**src/rtl/tw_pkg.sv**
```systemverilog
package tw_pkg;

   // register word addresses
   localparam int unsigned SEL_CTL = 0;
   localparam int unsigned SEL_IEN = 1;
   localparam int unsigned SEL_IST = 2;
   localparam int unsigned SEL_TXD = 3;
   localparam int unsigned SEL_RXD = 4;

   // bit positions software decodes
   localparam int unsigned TX_LAST_BIT  = 31;
   localparam int unsigned RX_STAT_LSB  = 30;
   localparam int unsigned RX_PEC_BIT   = 29;
   localparam int unsigned CTL_FRX_BIT  = 31;
   localparam int unsigned CTL_FTX_BIT  = 30;
   localparam int unsigned CTL_CNT_LSB  = 16;
   localparam int unsigned CTL_THLD_LSB = 8;
   localparam int unsigned BYTE_W       = 8;

   // cause vector ordering and word positions
   localparam int unsigned NCAUSE   = 4;
   localparam int unsigned CI_UNDER = 0;
   localparam int unsigned CI_DONE  = 1;
   localparam int unsigned CI_THLD  = 2;
   localparam int unsigned CI_FULL  = 3;
   localparam int unsigned CW_UNDER = 27;
   localparam int unsigned CW_DONE  = 28;
   localparam int unsigned CW_THLD  = 30;
   localparam int unsigned CW_FULL  = 31;

   typedef struct packed {
      logic              last;
      logic [BYTE_W-1:0] data;
   } tx_ent_t;

   typedef struct packed {
      logic [1:0]        stat;
      logic              pec;
      logic [BYTE_W-1:0] data;
   } rx_ent_t;

   function automatic logic [31:0] cause_word(input logic [NCAUSE-1:0] v);
      logic [31:0] w;
      w = '0;
      w[CW_UNDER] = v[CI_UNDER];
      w[CW_DONE]  = v[CI_DONE];
      w[CW_THLD]  = v[CI_THLD];
      w[CW_FULL]  = v[CI_FULL];
      return w;
   endfunction

endpackage

```
**src/rtl/tw_sync_fifo.sv**
```systemverilog
module tw_sync_fifo #(
   parameter int unsigned W     = 9,
   parameter int unsigned DEPTH = 64
) (
   input  logic                         clk,
   input  logic                         rst_n,
   input  logic                         flush,
   input  logic                         push,
   input  logic [W-1:0]                 push_data,
   input  logic                         pop,
   output logic [W-1:0]                 head,
   output logic [$clog2(DEPTH+1)-1:0]   count,
   output logic                         empty,
   output logic                         full
);
   localparam int unsigned AW    = (DEPTH > 1) ? $clog2(DEPTH) : 1;
   localparam int unsigned CW    = $clog2(DEPTH+1);
   localparam bit          POW2  = (DEPTH & (DEPTH - 1)) == 0;

   generate
      if (DEPTH < 2) begin : g_bad_depth
         $error("tw_sync_fifo: DEPTH must be at least 2");
      end
      if (W < 1) begin : g_bad_width
         $error("tw_sync_fifo: W must be at least 1");
      end
   endgenerate

   logic [W-1:0]  mem [DEPTH];
   logic [AW-1:0] rp, wp, rp_nxt, wp_nxt;
   logic [CW-1:0] cnt;
   logic          do_push, do_pop;

   assign empty   = (cnt == '0);
   assign full    = (cnt == CW'(DEPTH));
   assign do_push = push & ~full & ~flush;
   assign do_pop  = pop & ~empty & ~flush;
   assign head    = mem[rp];
   assign count   = cnt;

   generate
      if (POW2) begin : g_wrap_nat
         assign rp_nxt = rp + AW'(1);
         assign wp_nxt = wp + AW'(1);
      end else begin : g_wrap_cmp
         assign rp_nxt = (rp == AW'(DEPTH-1)) ? '0 : rp + AW'(1);
         assign wp_nxt = (wp == AW'(DEPTH-1)) ? '0 : wp + AW'(1);
      end
   endgenerate

   always_ff @(posedge clk or negedge rst_n) begin
      if (!rst_n) begin
         rp  <= '0;
         wp  <= '0;
         cnt <= '0;
      end else if (flush) begin
         rp  <= '0;
         wp  <= '0;
         cnt <= '0;
      end else begin
         if (do_push) wp <= wp_nxt;
         if (do_pop)  rp <= rp_nxt;
         cnt <= cnt + CW'(do_push) - CW'(do_pop);
      end
   end

   always_ff @(posedge clk) begin
      if (do_push) mem[wp] <= push_data;
   end

endmodule

```
**src/rtl/tw_irq_ctrl.sv**
```systemverilog
module tw_irq_ctrl #(
   parameter int unsigned N = 4
) (
   input  logic         clk,
   input  logic         rst_n,
   input  logic [N-1:0] set_v,
   input  logic [N-1:0] clr_v,
   input  logic [N-1:0] en_v,
   output logic [N-1:0] st_v,
   output logic         irq
);
   generate
      if (N < 1) begin : g_bad_n
         $error("tw_irq_ctrl: N must be at least 1");
      end
      for (genvar i = 0; i < N; i++) begin : g_cause
         always_ff @(posedge clk or negedge rst_n) begin
            if (!rst_n) st_v[i] <= 1'b0;
            else        st_v[i] <= (st_v[i] & ~clr_v[i]) | set_v[i];
         end
      end
   endgenerate

   assign irq = |(st_v & en_v);

endmodule

```
**src/rtl/tw_fifo_irq_unit.sv**
```systemverilog
module tw_fifo_irq_unit
   import tw_pkg::*;
#(
   parameter int unsigned DEPTH  = 64,
   parameter int unsigned ADDR_W = 3
) (
   input  logic              clk,
   input  logic              rst_n,
   input  logic              reg_wr,
   input  logic              reg_rd,
   input  logic [ADDR_W-1:0] reg_addr,
   input  logic [31:0]       reg_wdata,
   output logic [31:0]       reg_rdata,
   output logic              irq,
   output logic              eng_tx_valid,
   input  logic              eng_tx_ready,
   output logic [7:0]        eng_tx_data,
   output logic              eng_tx_last,
   input  logic              eng_rx_valid,
   output logic              eng_rx_ready,
   input  logic [7:0]        eng_rx_data,
   input  logic [1:0]        eng_rx_stat,
   input  logic              eng_rx_pec,
   input  logic              eng_busy
);
   localparam int unsigned CNT_W  = $clog2(DEPTH+1);
   localparam int unsigned THLD_W = $clog2(DEPTH);
   localparam int unsigned TX_W   = $bits(tx_ent_t);
   localparam int unsigned RX_W   = $bits(rx_ent_t);

   generate
      if (DEPTH < 2 || DEPTH > 64) begin : g_bad_depth
         $error("tw_fifo_irq_unit: DEPTH must lie in 2..64 to fit the control fields");
      end
      if (ADDR_W < 3) begin : g_bad_addr
         $error("tw_fifo_irq_unit: ADDR_W must be at least 3");
      end
   endgenerate

   // decoded accesses
   logic wr_ctl, wr_ien, wr_ist, wr_txd, rd_rxd;
   logic flush_rx, flush_tx;

   assign wr_ctl   = reg_wr && (reg_addr == ADDR_W'(SEL_CTL));
   assign wr_ien   = reg_wr && (reg_addr == ADDR_W'(SEL_IEN));
   assign wr_ist   = reg_wr && (reg_addr == ADDR_W'(SEL_IST));
   assign wr_txd   = reg_wr && (reg_addr == ADDR_W'(SEL_TXD));
   assign rd_rxd   = reg_rd && (reg_addr == ADDR_W'(SEL_RXD));
   assign flush_rx = wr_ctl & reg_wdata[CTL_FRX_BIT];
   assign flush_tx = wr_ctl & reg_wdata[CTL_FTX_BIT];

   // transmit path
   tx_ent_t          tx_in, tx_head;
   logic [CNT_W-1:0] tx_cnt;
   logic             tx_empty, tx_full_unused;

   assign tx_in.last = reg_wdata[TX_LAST_BIT];
   assign tx_in.data = reg_wdata[BYTE_W-1:0];

   tw_sync_fifo #(.W(TX_W), .DEPTH(DEPTH)) u_txq (
      .clk       (clk),
      .rst_n     (rst_n),
      .flush     (flush_tx),
      .push      (wr_txd),
      .push_data (tx_in),
      .pop       (eng_tx_ready),
      .head      (tx_head),
      .count     (tx_cnt),
      .empty     (tx_empty),
      .full      (tx_full_unused)
   );

   assign eng_tx_valid = ~tx_empty;
   assign eng_tx_data  = tx_head.data;
   assign eng_tx_last  = tx_head.last;

   // receive path
   rx_ent_t          rx_in, rx_head;
   logic [CNT_W-1:0] rx_cnt;
   logic             rx_empty, rx_full;

   assign rx_in.stat = eng_rx_stat;
   assign rx_in.pec  = eng_rx_pec;
   assign rx_in.data = eng_rx_data;

   tw_sync_fifo #(.W(RX_W), .DEPTH(DEPTH)) u_rxq (
      .clk       (clk),
      .rst_n     (rst_n),
      .flush     (flush_rx),
      .push      (eng_rx_valid),
      .push_data (rx_in),
      .pop       (rd_rxd),
      .head      (rx_head),
      .count     (rx_cnt),
      .empty     (rx_empty),
      .full      (rx_full)
   );

   assign eng_rx_ready = ~rx_full;

   // configuration state
   logic [THLD_W-1:0] thld_q;
   logic [NCAUSE-1:0] ien_q;
   logic              busy_q;

   always_ff @(posedge clk or negedge rst_n) begin
      if (!rst_n) begin
         thld_q <= '0;
         ien_q  <= '0;
         busy_q <= 1'b0;
      end else begin
         busy_q <= eng_busy;
         if (wr_ctl) thld_q <= reg_wdata[CTL_THLD_LSB +: THLD_W];
         if (wr_ien) begin
            ien_q[CI_UNDER] <= reg_wdata[CW_UNDER];
            ien_q[CI_DONE]  <= reg_wdata[CW_DONE];
            ien_q[CI_THLD]  <= reg_wdata[CW_THLD];
            ien_q[CI_FULL]  <= reg_wdata[CW_FULL];
         end
      end
   end

   // interrupt causes
   logic [NCAUSE-1:0] ist_set, ist_clr, ist_v;

   always_comb begin
      ist_set           = '0;
      ist_set[CI_UNDER] = eng_tx_ready & ~tx_empty & ~tx_head.last &
                          (tx_cnt == CNT_W'(1)) & ~wr_txd & ~flush_tx;
      ist_set[CI_DONE]  = busy_q & ~eng_busy;
      ist_set[CI_THLD]  = rx_cnt > CNT_W'(thld_q);
      ist_set[CI_FULL]  = rx_full;

      ist_clr           = '0;
      if (wr_ist) begin
         ist_clr[CI_UNDER] = reg_wdata[CW_UNDER];
         ist_clr[CI_DONE]  = reg_wdata[CW_DONE];
         ist_clr[CI_THLD]  = reg_wdata[CW_THLD];
         ist_clr[CI_FULL]  = reg_wdata[CW_FULL];
      end
   end

   tw_irq_ctrl #(.N(NCAUSE)) u_irq (
      .clk   (clk),
      .rst_n (rst_n),
      .set_v (ist_set),
      .clr_v (ist_clr),
      .en_v  (ien_q),
      .st_v  (ist_v),
      .irq   (irq)
   );

   // read mux
   always_comb begin
      reg_rdata = '0;
      if (reg_addr == ADDR_W'(SEL_CTL)) begin
         reg_rdata[CTL_CNT_LSB  +: CNT_W]  = rx_cnt;
         reg_rdata[CTL_THLD_LSB +: THLD_W] = thld_q;
      end else if (reg_addr == ADDR_W'(SEL_IEN)) begin
         reg_rdata = cause_word(ien_q);
      end else if (reg_addr == ADDR_W'(SEL_IST)) begin
         reg_rdata = cause_word(ist_v);
      end else if (reg_addr == ADDR_W'(SEL_RXD)) begin
         if (!rx_empty) begin
            reg_rdata[RX_STAT_LSB +: 2]  = rx_head.stat;
            reg_rdata[RX_PEC_BIT]        = rx_head.pec;
            reg_rdata[BYTE_W-1:0]        = rx_head.data;
         end
      end
   end

   logic unused_bits;
   assign unused_bits = ^{reg_wdata, tx_full_unused};

endmodule

```
**config.mk**
```make
export PLATFORM = sky130hd
export DESIGN_NAME = tw_fifo_irq_unit
export DESIGN_NICKNAME = d
export VERILOG_FILES = /design/src/rtl/tw_pkg.sv /design/src/rtl/tw_sync_fifo.sv /design/src/rtl/tw_irq_ctrl.sv /design/src/rtl/tw_fifo_irq_unit.sv
export SDC_FILE = /design/constraint.sdc
export NUM_CORES = 1
export LEC_CHECK = 0
export BUFFER_PORTS_ARGS = -buffer_cell sky130_fd_sc_hd__buf_2
export CORE_ASPECT_RATIO = 2
export CORE_MARGIN = 2
export CORE_UTILIZATION = 35
export DETAILED_ROUTE_END_ITERATION = 16
export GPL_TIMING_DRIVEN = 0
export HOLD_SLACK_MARGIN = 0.15
export RECOVER_POWER = 100
export SYNTH_ARGS = -nofsm -noshare
export SYNTH_HDL_FRONTEND = slang
export SYNTH_SLANG_ARGS = --single-unit
```
**constraint.sdc**
```tcl
create_clock -name clk -period 3.05 [get_ports clk]
set_input_delay 0.305 -clock clk [delete_from_list [all_inputs] [get_ports clk]]
set_output_delay 0.305 -clock clk [all_outputs]
set_load 0.1 [all_outputs]
```
---- Word level (Yosys, flattened, before mapping) ----
Memory sizes are Yosys's and may differ from the RTL's.
Cells that the tools add are included.
word-level totals
  flip-flop bits (word level) ............. 53
  output and inout port bits .............. 44
  logic and storage cells ................. 109
  bits of input ports ..................... 53
  memories kept ........................... 2
  RAM bits ................................ 1280
cells by class
  bitwise operators ....................... 37
  equal/unequal tests ..................... 7
  $lt $le $gt $ge ......................... 1
  $add $sub $neg .......................... 8
  reduce and logical (&&, ||, !) cells .... 13
  muxes and demuxes ....................... 28
memory list
  memory     depth  width  read ports  clocked after Yosys merged registers in  wr ports  line                RTL
  u_rxq.mem  64     11     1           0                                        1         tw_sync_fifo.sv:29  logic [W-1:0] mem [DEPTH];
  u_txq.mem  64     9      1           0                                        1         tw_sync_fifo.sv:29
operator list
  cell                 count
  $mux 6               9
  $mux 32              1
  $mux 8               4
  $add 6x1->6 const B  4
  $mux 21              1
  $mux 7               3
  $and 1x1->1          19
  $add 7x1->7          2
  $eq 7x7->1 const B   2
  $logic_not 7->1      2
  $sub 7x1->7          2
  $not 1->1            13
  $mux 3               3
  $mux 9               1
  $reduce_bool 2->1    4
  $eq 7x1->1 const B   1
  $gt 7x6->1           1
  $eq 3x2->1 const B   2
  $logic_and 1x1->1    5
  $and 4x4->4          1
  $mux 1               4
  $mux 4               1
  $or 1x1->1           4
  $reduce_or 4->1      1
  4 further kinds      4

---- Longest topological paths before layout ----
  depth in word-level cells ............... 8
  gate-level depth with buffers ........... 17
  mapped depth without buffers ............ 17

---- Hierarchy ----
Synthesis repeated with hierarchy kept, for this count alone.
unflattened totals
  cells, all modules ...................... 2659
  area, all modules ....................... 53204.8 um^2
modules (own cells, without submodules)
  module                times used  seq. area each (um^2)  cells an instance  area an instance (um^2)
  tw_sync_fifo (u_rxq)  1           21615.7                1399               28556.1
  tw_sync_fifo (u_txq)  1           17772.0                1134               23493.8
  tw_fifo_irq_unit      1           275.3                  111                989.7
  tw_irq_ctrl           1           100.1                  15                 165.2

---- Least setup slack after synthesis ----
Ideal clock, no wire load.
  kind .................................... reg2reg
  from .................................... register u_rxq.cnt[5] (netlist: u_rxq.count[5])
  to ...................................... register u_rxq.cnt[6] (netlist: u_rxq.count[6])
  path buffers ............................ 0
  clock period less this slack ............ 3.626 ns
  cell stages (with the launch flop) ...... 16
  setup slack ............................. -0.576 ns
  setup time .............................. 0.078 ns
  arrival ................................. 3.549 ns
  data required time ...................... 2.972 ns
  path through ............................ dfrtp_1 > inv_1 > ha_1 > nand2_1 > nand4b_1 > nand2_1 > nor2_1 > ha_1 > inv_1 > fa_1 > nand2b_1 > a21oi_1 > o21ai_0 > a21oi_1 > or3_1 > a21oi_1
on the way
  word-level cells in the longest chain between the ends .. 7
  elaborated cells between the ends (all ways) .. 11
  those cells by class .................... add/sub: 2; eq/ne: 1; mux: 1; bitwise: 6; reduce/logical: 1
RTL lines
  item                       line                    RTL
  start, declared            tw_sync_fifo.sv:31      logic [CW-1:0] cnt;
  start signal, assigned     tw_sync_fifo.sv:63      cnt <= cnt + CW'(do_push) - CW'(do_pop);
  $eq 7x7->1                 tw_sync_fifo.sv:35      assign full = (cnt == CW'(DEPTH));
  $not 1->1                  -
  via eng_rx_ready           tw_fifo_irq_unit.sv:20  output logic eng_rx_ready,
  $and 1x1->1 (2 in series)  tw_sync_fifo.sv:36      assign do_push = push & ~full & ~flush;
  $add 7x1->7                tw_sync_fifo.sv:63
  $sub 7x1->7                tw_sync_fifo.sv:63
  $mux 7                     tw_sync_fifo.sv:56      end else if (flush) begin
The timed path passes the listed nets, and every way through them passes these cells.
A chain may end at the register's enable or synchronous reset.

---- Worst setup path in the final report ----
  from .................................... register u_rxq.rp[0]
  to ...................................... output port reg_rdata[31]
on the way
  word-level cells in the longest chain between the ends .. 6
RTL lines
  item                    line                     RTL
  start, declared         tw_sync_fifo.sv:30       logic [AW-1:0] rp, wp, rp_nxt, wp_nxt;
  start signal, assigned  tw_sync_fifo.sv:62       if (do_pop) rp <= rp_nxt;
  $mem_v2 64x11           -
  $mux 3                  tw_fifo_irq_unit.sv:164  if (!rx_empty) begin
  $mux 3                  tw_fifo_irq_unit.sv:163  end else if (reg_addr == ADDR_W'(SEL_RXD)) begin
  $mux 3                  tw_fifo_irq_unit.sv:161  end else if (reg_addr == ADDR_W'(SEL_IST)) begin
  $mux 32                 tw_fifo_irq_unit.sv:159  end else if (reg_addr == ADDR_W'(SEL_IEN)) begin
  $mux 9                  tw_fifo_irq_unit.sv:156  if (reg_addr == ADDR_W'(SEL_CTL)) begin
  end, declared           tw_fifo_irq_unit.sv:13   output logic [31:0] reg_rdata,
Every way passes these cells.

==> metrics.md <==
| Metric | Value |
|---|---|
| Status | `finished with violations` |
| Failing checks | `capacitance limit, slew limit, setup timing` |
| Ranking of synthesized cells by area | `edfxtp_1 73%, mux4_2 16%, dfrtp_1 2.5%` |
| Post-synth EDFFs | `1280` |
| Ys flop type | `edfxtp_1` |
| Initial antenna violation count | `3` |
| Hold Crit Class | `in -> reg` |
| Post-DP HPWL | `104 mm` |
| GR Util met1 | `18.6%` |
| Clk buf depth | `3` |
| Core ar. | `150000 um^2` |
| Critical path launch point | `u_rxq.rp[0]` |
| Power density cells | `891 nW/um^2` |
| Hold Startpoint | `reg_addr[0]` |
| Maximum vdd drop | `0.753 mV` |
| Sw Pwr | `18.9 mW` |
| #FFs+latches synth | `1333` |
| Port Buffers | `76` |
| Share of post-route cells with drive strength above 1 | `37.2%` |
| Worst r2r src | `u_rxq.count[2]` |
| Antenna Nets Post-Route | `0` |
| Area grow syn2layout | `21.4%` |
| Worst Tran Pin Value | `3.35 ns` |
| I/O Pins | `97` |
| First-pass iteration count of the detailed router | `7` |
| Num rows | `201` |
| Syn. warnings | `0` |
| Drt total wl | `153 mm` |
| Commonest non-fill, non-tap cell in the layout | `edfxtp_1` |
| CTS clk-pin slew, worst paths | `0.07 ns` |
| Final net count | `2913` |
| Critical path arrival | `3.58 ns` |
| Synthesized instance count | `2472` |
| FFs w/ async S/R, synth | `3.98%` |
| Clock skew | `0.0670 ns` |
| CTS tree | `yes` |
| Maxcap violations | `21` |
| Crit. End Element | `primary output` |
| Synth Area in XOR/XNOR | `0.383%` |
| Final hold vios | `0` |
| Fin crit share | `127%` |
| Starting DRT DRC Count | `2144` |
| Placed insts | `4487` |
| Max-slew violations | `1355` |
| Met3 usage in global routing | `2.94%` |
| Yosys cell types | `55` |
| CP Launch Type | `flop` |
| Slew HR | `-124%` |
| Leakage | `19.9 nW` |
| Sequential area share after synthesis | `75.7%` |
| DRC Markers | `0` |
| GRT Residual Overflow | `0` |
| Post-synthesis simple-gate area fraction | `3.11%` |
| Vias in the first global route | `27600` |
| First-pass GRT wire length | `211 mm` |
| Die Y | `552 um` |
| Tmin final | `3.89 ns` |
| Setup WS pre-CTS | `-1.43 ns` |
| RSZ-0062 raised after global routing | `yes` |
| FF+latch area | `39800 um^2` |
| Fin cells | `4859` |
| Multi-input gate area | `13600 um^2` |
| Syn avg cell area | `21.3 um^2` |
| Filler instances | `12800` |
| Clk pwr share | `27.0%` |
| Gp weighted congestion | `0.952` |
| Num Clock Sinks | `1333` |
| Gate power share | `36.2%` |
| Adder-Cell Fraction of Synth Area | `0.743%` |
| Achievable frequency | `257 MHz` |
| CTS buffer count | `114` |
| Cell Area, Synth | `52600 um^2` |
| Worst skew pair latency | `0.76 ns` |
| Sequential Power Share | `36.8%` |
| Leading area contributor after synthesis | `edfxtp_1` |
| Clk Tree Root Cell | `clkbuf_16` |
| Worst Path Max Fanout | `7` |
| Die area | `153000 um^2` |
| CP required | `2.74 ns` |
| Largest family of logic cells by synthesized area | `multiplexers` |
| CP Class | `reg -> out` |
| Sw frac | `33.2%` |
| Final setup viols | `947` |
| Drt wl/cell | `31.5 um` |
| Via count | `26200` |
| Htree depth | `3` |
| Most frequent cells in the layout | `1280 x edfxtp_1, 369 x mux4_2, 119 x clkbuf_16, 93 x buf_4, 93 x nor2_4` |
| Mux contribution to synthesized area | `16.9%` |
| Vias/cell | `5.40` |
| Post-synth top area share | `73.1%` |
| Worst setup margin | `-0.835 ns` |
| Die Wd | `278 um` |
| Internal Power | `38.0 mW` |
| Compound-gate portion of the synthesized area | `1.78%` |
| Total GRT Usage | `19.8%` |
| M2 GR Usage | `38.1%` |
| Most used routing layer | `met2` |
| Starting Density | `35.1%` |
| Largest net degree at the start of global routing | `66` |
==> synthesized netlist by cell type (all sizes together) (10+ instances only) <==
master and count:
clkbuf 50, o21ai 27, nor2b 14, nor2 175, mux2 14, o22ai 26, inv 36, buf 79
mux4 369, ha 28, xnor2 14, mux2i 39, or3 15, a21oi 31, nand3 15, dfrtp 53
a22oi 17, nand2 64, edfxtp 1280, nand2b 10, and2 20
==> worst max-delay path, stage by stage, from the launching register on <==
cell and delay [ns]:
dfrtp_1 0.41, buf_12 0.17, buf_16 0.19, buf_16 0.17
mux4_2 0.52, mux4_2 0.59, a32oi_2 0.23, o211ai_1 0.24
buf_6 0.28
==> repair_timing <==
item | in CTS | in global routing
gates resized for setup | 558 | 96
gates cloned | 6 | 2
setup buffers | 76 | 51
pin swaps | 50 | 55
hold endpoints to repair | 144 | 0
endpoints found under the setup margin | 1259 | 765
hold buffers | 23 | 0
==> power groups by stage <==
stage          registers (mW)  clock network (mW)  logic (mW)
4_1_cts                  20.9                15.6        19.9
3_5_place_dp             21.3                   0        16.0
2_1_floorplan            21.2                   0        10.2
3_3_place_gp             21.3                   0        15.9
5_1_grt                  21.0                16.2        21.2
6_report                 20.9                15.3        20.6
==> area by class of cell <==
class	instances	area share, %
clock buffers	135	4.66
inverters	36	0.214
clock inverters	79	1.48
well taps	1928	3.78
multi-input cells	979	21.3
plain buffers	129	2.45
flip-flops and latches	1333	62.3
repair buffers	237	3.74
diodes	3	0.0118
==> cells by family (layout without fill, tap and decap cells) <==
| family | after synthesis | count (layout) |
|---|---|---|
| compound gates | 143 | 143 |
| xor+xnor | 23 | 23 |
| flops | 1333 | 1333 |
| other cells | 1 | 9 |
| simple gates | 355 | 355 |
| mux | 422 | 422 |
| fa+ha+maj | 30 | 30 |
| buf+inv | 165 | 616 |
==> path summary, 6_finish.rpt <==
path / to / slack (ns) / cells past startpoint
max in group asynchronous: u_rxq.count[1] / 1.44 / 2
max: reg_rdata[31] / -0.84 / 8
max reg2reg: u_rxq.count[6] / -0.52 / 16
min in group asynchronous: ien_q[1] / 0.54 / 2
min reg2reg: u_irq.st_v[1] / 0.52 / 2
min: u_irq.st_v[0] / 0.26 / 5
==> metrics by stage <==
stage	utilization [%]	hold slack (ns)	TNS (ns)	cell area, um^2	power, mW
2_1_floorplan	-	0.00941	-51.09	52900	31.4
4_1_cts	42.1	0.193	-38.39	63000	56.4
6_report	42.6	0.259	-197.77	63800	56.8
5_1_grt	42.6	0.271	-327.01	63800	58.4
3_5_place_dp	37.3	0.434	-618.06	55900	37.3
3_3_place_gp	37.2	0.435	-622.62	55700	37.2
==> flip-flops by register name, indices dropped and copies added (netlist names) <==
signal and flops:
u_rxq.mem 704, u_txq.mem 576, u_rxq.count 7, u_txq.count 7, thld_q 6, u_rxq.rp 6
u_rxq.wp 6, u_txq.rp 6, u_txq.wp 6, ien_q 4, u_irq.st_v 4, busy_q 1
==> per-layer routing <==
metal,part of all wire [%],vias up
met5,0.0078,-
met4,8.4,2
met3,4.3,362
met2,57,894
met1,30,14000
li1,-,11000
No activity file was read; power rests on OpenSTA's default activity.
